<file path="src/rtl/pia_pkg.sv">
`timescale 1ns/1ps
package pia_pkg;
   // Register offsets of the host port; the status offsets order the lines.
   localparam int unsigned OFS_STAT1 = 1;
   localparam int unsigned OFS_STAT2 = 2;
   localparam int unsigned OFS_FORCE = 3;
   localparam int unsigned MAX_MODS  = 8;
endpackage

</file>
<file path="src/rtl/pia_line_merge.sv">
`timescale 1ns/1ps
module pia_line_merge #(
   parameter int unsigned           NUM_MODS = 8,
   parameter logic [NUM_MODS-1:0]   PRESENT  = '1,
   parameter logic [NUM_MODS-1:0]   ONE_LINE = '0
) (
   input  logic [NUM_MODS-1:0] req1_i,
   input  logic [NUM_MODS-1:0] req2_i,
   input  logic [NUM_MODS-1:0] force_i,
   output logic [NUM_MODS-1:0] stat1_o,
   output logic [NUM_MODS-1:0] stat2_o
);
   // line-2 inputs of single-line and absent slots are not routed anywhere
   logic unused_req2;
   assign unused_req2 = ^(req2_i & ~(PRESENT & ~ONE_LINE));

   for (genvar g = 0; g < NUM_MODS; g++) begin : g_slot
      if (!PRESENT[g]) begin : g_absent
         assign stat1_o[g] = 1'b0;
         assign stat2_o[g] = 1'b0;
      end else if (ONE_LINE[g]) begin : g_single
         assign stat1_o[g] = req1_i[g] | force_i[g];
         assign stat2_o[g] = req1_i[g] | force_i[g];
      end else begin : g_dual
         assign stat1_o[g] = req1_i[g] | force_i[g];
         assign stat2_o[g] = req2_i[g] | force_i[g];
      end
   end
endmodule

</file>
<file path="src/rtl/pia_force_reg.sv">
`timescale 1ns/1ps
module pia_force_reg #(
   parameter int unsigned         NUM_MODS = 8,
   parameter int unsigned         DATA_W   = 8,
   parameter logic [NUM_MODS-1:0] PRESENT  = '1
) (
   input  logic                clk,
   input  logic                rst_n,
   input  logic                wr_en_i,
   input  logic [DATA_W-1:0]   wdata_i,
   output logic [NUM_MODS-1:0] force_o
);
   logic [NUM_MODS-1:0] force_q;

   always_ff @(posedge clk or negedge rst_n) begin
      if (!rst_n)       force_q <= '0;
      else if (wr_en_i) force_q <= wdata_i[NUM_MODS-1:0] & PRESENT;
   end
   assign force_o = force_q;

   if (NUM_MODS < DATA_W) begin : g_pad
      logic unused_hi;
      assign unused_hi = ^wdata_i[DATA_W-1:NUM_MODS];
   end


   force_hold_chk: assert property (@(posedge clk) disable iff (!rst_n)
      !wr_en_i |=> $stable(force_q));
endmodule

</file>
<file path="src/rtl/pia_irq_out.sv">
`timescale 1ns/1ps
module pia_irq_out #(
   parameter int unsigned NUM_MODS = 8
) (
   input  logic                clk,
   input  logic                rst_n,
   input  logic [NUM_MODS-1:0] stat_i,
   output logic                irq_n_o
);
   logic irq_n_q;

   always_ff @(posedge clk or negedge rst_n) begin
      if (!rst_n) irq_n_q <= 1'b1;
      else        irq_n_q <= ~(|stat_i);
   end
   assign irq_n_o = irq_n_q;


   irq_assert_chk: assert property (@(posedge clk) disable iff (!rst_n)
      (|stat_i) |=> !irq_n_o);

   irq_release_chk: assert property (@(posedge clk) disable iff (!rst_n)
      !(|stat_i) |=> irq_n_o);
endmodule

</file>
<file path="src/rtl/pri_irq_agg.sv">
`timescale 1ns/1ps
module pri_irq_agg #(
   parameter int unsigned         NUM_MODS = 8,
   parameter int unsigned         ADDR_W   = 8,
   parameter int unsigned         DATA_W   = 8,
   parameter logic [NUM_MODS-1:0] PRESENT  = 8'h7F,
   parameter logic [NUM_MODS-1:0] ONE_LINE = 8'h40
) (
   input  logic                clk,
   input  logic                rst_n,
   input  logic [NUM_MODS-1:0] line1_req,
   input  logic [NUM_MODS-1:0] line2_req,
   input  logic [ADDR_W-1:0]   reg_addr,
   input  logic                reg_wr,
   input  logic [DATA_W-1:0]   reg_wdata,
   output logic [DATA_W-1:0]   reg_rdata,
   output logic                int1_n,
   output logic                int2_n
);
   import pia_pkg::*;

   localparam logic [ADDR_W-1:0] A_STAT1 = ADDR_W'(OFS_STAT1);
   localparam logic [ADDR_W-1:0] A_STAT2 = ADDR_W'(OFS_STAT2);
   localparam logic [ADDR_W-1:0] A_FORCE = ADDR_W'(OFS_FORCE);

   if (NUM_MODS < 1 || NUM_MODS > MAX_MODS || NUM_MODS > DATA_W) begin : g_bad_mods
      $error("pri_irq_agg: NUM_MODS out of range");
   end
   if (ADDR_W < 2) begin : g_bad_addr
      $error("pri_irq_agg: ADDR_W too narrow for the register map");
   end

   logic [NUM_MODS-1:0] stat1, stat2, force_bits;
   logic                force_we;

   assign force_we = reg_wr && (reg_addr == A_FORCE);

   pia_force_reg #(.NUM_MODS(NUM_MODS), .DATA_W(DATA_W), .PRESENT(PRESENT)) u_force (
      .clk     (clk),
      .rst_n   (rst_n),
      .wr_en_i (force_we),
      .wdata_i (reg_wdata),
      .force_o (force_bits)
   );

   pia_line_merge #(.NUM_MODS(NUM_MODS), .PRESENT(PRESENT), .ONE_LINE(ONE_LINE)) u_merge (
      .req1_i  (line1_req),
      .req2_i  (line2_req),
      .force_i (force_bits),
      .stat1_o (stat1),
      .stat2_o (stat2)
   );

   pia_irq_out #(.NUM_MODS(NUM_MODS)) u_out1 (
      .clk (clk), .rst_n (rst_n), .stat_i (stat1), .irq_n_o (int1_n)
   );
   pia_irq_out #(.NUM_MODS(NUM_MODS)) u_out2 (
      .clk (clk), .rst_n (rst_n), .stat_i (stat2), .irq_n_o (int2_n)
   );

   always_comb begin
      reg_rdata = '0;
      if (reg_addr == A_STAT1)      reg_rdata[NUM_MODS-1:0] = stat1;
      else if (reg_addr == A_STAT2) reg_rdata[NUM_MODS-1:0] = stat2;
      else if (reg_addr == A_FORCE) reg_rdata[NUM_MODS-1:0] = force_bits;
   end


   one_line_mirror_chk: assert property (@(posedge clk) disable iff (!rst_n)
      ((stat1 ^ stat2) & ONE_LINE) == '0);

   absent_quiet_chk: assert property (@(posedge clk) disable iff (!rst_n)
      ((stat1 | stat2 | force_bits) & ~PRESENT) == '0);

   force_visible_chk: assert property (@(posedge clk) disable iff (!rst_n)
      (force_bits & ~(stat1 & stat2)) == '0);
endmodule

</file>
<file path="config.mk">
export PLATFORM = sky130hd
export DESIGN_NAME = pri_irq_agg
export DESIGN_NICKNAME = d
export VERILOG_FILES = /design/src/rtl/pia_pkg.sv /design/src/rtl/pia_line_merge.sv /design/src/rtl/pia_force_reg.sv /design/src/rtl/pia_irq_out.sv /design/src/rtl/pri_irq_agg.sv
export SDC_FILE = /design/constraint.sdc
export NUM_CORES = 1
export LEC_CHECK = 0
export ABC_AREA = 1
export BUFFER_PORTS_ARGS = -buffer_cell sky130_fd_sc_hd__buf_2
export CORE_ASPECT_RATIO = 1.25
export CORE_MARGIN = 3
export CORE_UTILIZATION = 38
export CTS_CLUSTER_SIZE = 12
export DETAILED_ROUTE_END_ITERATION = 12
export GPL_ROUTABILITY_DRIVEN = 0
export PLACE_DENSITY = 0.75
export SYNTH_ARGS = -nofsm -noshare
export SYNTH_HDL_FRONTEND = slang
export SYNTH_SLANG_ARGS = --single-unit
</file>
<file path="constraint.sdc">
create_clock -name clk -period 0.9 [get_ports clk]
set_input_delay 0.18 -clock clk [delete_from_list [all_inputs] [get_ports clk]]
set_output_delay 0.18 -clock clk [all_outputs]
set_load 0.05 [all_outputs]
</file>
==> results.json <==
{
  "max-vdd-ir-drop_v": 0.000890,
  "grt_start_max_net_pins": 23,
  "synth_area_um2": 749,
  "die_area_um2": 2540,
  "min_period_over_period": 1.58,
  "power_density_nw_per_um2": 756,
  "synth_nets": 141,
  "num_vias": 913,
  "fillerInstances": 127,
  "power_leakage_nw": 0.712,
  "violations": "setup timing",
  "drtPass1Iterations": 4,
  "rr_endpoint": "u_out1.irq_n_o$_DFF_PN1_",
  "endpoint_kind": "output pin",
  "start_util": 0.415,
  "io_buffer_count": 39,
  "ant_nets": 0,
  "grt_setup_unrepaired": "true",
  "fin_area_um2": 1430,
  "grt_pass1_vias": 922,
  "pin_count": 45,
  "final_util": 0.789,
  "outcome": "finished, violations left",
  "drt-vias-per-instance": 4.99,
  "die_w_um": 45.7,
  "cts_sinks": 9,
  "wire_per_inst_um": 13.2,
  "max_stage_delay_ns": 0.44,
  "dpl_cell_area_um2": 1230,
  "grtUsageTotal": 0.201,
  "path_class": "register to output pin",
  "cp_slowest_cell": "dfrtp_2",
  "synth_seq_cells": 9,
  "numCtsBuffers": 3,
  "final_cell_mix": "buf_2, nand2_1, buf_4",
  "power_switching_mw": 0.322,
  "r2r_slack_ns": -0.25,
  "syn_inst": 106,
  "slew_viol_final": 0,
  "core_um2": 1810,
  "fin_ws_ns": -0.526,
  "clockRootBuffer": "clkbuf_4",
  "seqPwrFrac": 0.410,
  "crit_arrival_ns": 1.25,
  "hold_violations": 0,
  "cp-startpoint": "u_force.force_o[5]$_DFFE_PN0P_",
  "hpwl_um": 1720,
  "rr_startpoint": "u_force.force_o[5]$_DFFE_PN0P_",
  "grt_pass1_wl_um": 3930,
  "cts.reportedPaths.clkPinSlew_ns": 0.06,
  "synth_cell_type_count": 20,
  "avgSynthCellArea_um2": 7.07,
  "wl_um": 2410,
  "yosys_warnings": 0,
  "fin_skew_ns": 0.00920,
  "drive_above_1_share": 0.726,
  "switching_share": 0.298,
  "path_cells": "or2_4, nand3_2, nand3_4, buf_6",
  "p_total_mw": 1.08,
  "r2r_cells": 5,
  "antenna_found_initial": 0,
  "clock.fmax_mhz": 701,
  "cp_max_fo": 4,
  "fp-row-count": 17,
  "drtIter0Drc": 14,
  "cts_tree": "done",
  "gr-total-overflow": 0,
  "max-cap-violations": 0,
  "hold_path.class": "input pin to register",
  "drc": 0,
  "setup_viol": 11,
  "required_ns": 0.72,
  "power_frac_comb": 0.315,
  "fin_nets": 200,
  "clk_latency_ns": 0.26,
  "crit_end": "reg_rdata[5]",
  "fp.dieH_um": 55.7,
  "pwr-share-clk": 0.275,
  "clock_path_buffers": 2,
  "htreeDepth": 1,
  "n_antenna_cell": 0,
  "holdWs_ns": 0.150,
  "fin_crit_ns": 1.43,
  "p_int_mw": 0.757,
  "area_growth_pct": 90.3,
  "ys_seq_area_frac": 0.304,
  "crit_path_start_kind": "register",
  "final_common_cell": "buf_2"
}
## final cells by class
class,instances,area (um^2),share of cell area
Sequential cell,9,230,0.161
Inverter,7,33.8,0.0237
Clock buffer,4,26.3,0.0184
Multi-Input combinational cell,86,701,0.491
Tap cell,19,23.8,0.0167
Timing Repair Buffer,58,412,0.289
## synth_stat cells
master    count  share of area
buf_4         1          0.010
buf_6         2          0.030
clkbuf_2      1         0.0067
conb_1        1         0.0050
dfrtp_1       7           0.23
dfstp_2       2          0.070
inv_1         5          0.025
inv_2         1         0.0050
inv_4         1         0.0084
nand2_1      18          0.090
nand2_2       4          0.033
nand3_1      30           0.20
nand3_4       1          0.023
nand3b_1      6          0.060
nand4_1       1         0.0084
nor2_1       15          0.075
nor2_2        1         0.0084
nor2_4        2          0.030
nor2_8        1          0.027
or2_2         6          0.050
## worst max-delay path, delay by kind of cell (launching register included)
family | cells | cell delay [ns]
buffers and inverters | 1 | 0.15
and+or+nand+nor | 3 | 0.40
DFF | 1 | 0.44
## worst min-delay path by stage
stage	slack, ns	depth (start not counted)	start	endpoint
global route	0.17	3	reg_wdata[3]	u_force.force_o[3]$_DFFE_PN0P_
global placement	0.04	1	rst_n	u_force.force_o[3]$_DFFE_PN0P_
detailed placement	0.04	1	rst_n	u_force.force_o[2]$_DFFE_PN0P_
finish	0.15	3	reg_wdata[0]	u_force.force_o[0]$_DFFE_PN0P_
CTS	0.15	3	reg_wdata[0]	u_force.force_o[0]$_DFFE_PN0P_
floorplan	-0.12	0	rst_n	u_force.force_o[0]$_DFFE_PN0P_
## state kept, by name, indices dropped and copies added (netlist names)
name and flops:
u_out2.irq_n_o 1, u_out1.irq_n_o 1, u_force.force_o 7
## per-stage QoR
| stage | setup slack [ns] | std cells | TNS, ns |
|---|---|---|---|
| final | -0.526 | 183 | -4.20 |
| after global routing | -0.560 | 183 | -4.94 |
| after global placement | -0.476 | 173 | -5.27 |
| after CTS | -0.526 | 182 | -4.15 |
| after detailed placement | -0.510 | 173 | -5.79 |
| after floorplan | -0.150 | 106 | -1.06 |
## cells by family (layout without fill, tap and decap cells)
kind of cell,Yosys count,count (layout),synth area share
flops,9,9,0.304
other cells,1,1,0.00500
simple gates,85,85,0.606
buf+inv,11,69,0.0851
## metal layers
| layer | up-vias | routed length, um | track usage |
|---|---|---|---|
| met5 | - | 0 | 0 |
| met2 | 30 | 1330 | 0.341 |
| met4 | 0 | 65 | 0.0854 |
| met1 | 408 | 917 | 0.248 |
| met3 | 7 | 105 | 0.0162 |
| li1 | 468 | - | - |
## power groups by stage
| stage | Clock [mW] | Combinational (mW) | Sequential (mW) |
|---|---|---|---|
| 6_report | 0.297 | 0.340 | 0.442 |
| 5_1_grt | 0.318 | 0.370 | 0.443 |
| 4_1_cts | 0.308 | 0.320 | 0.439 |
| 3_5_place_dp | 0 | 0.290 | 0.444 |
| 3_3_place_gp | 0 | 0.284 | 0.443 |
| 2_1_floorplan | 0 | 0.162 | 0.444 |
## repair_timing
action                                  4_1_cts  5_1_grt
gates resized for setup                      30       13
pin swaps                                     6        8
endpoints found under the setup margin       18       18
endpoints found under the hold margin         9        0
hold buffers                                  1        0
buffers inserted                              4        2
gates cloned                                  0        0
Note: power is estimated with default switching activity, not from simulation.
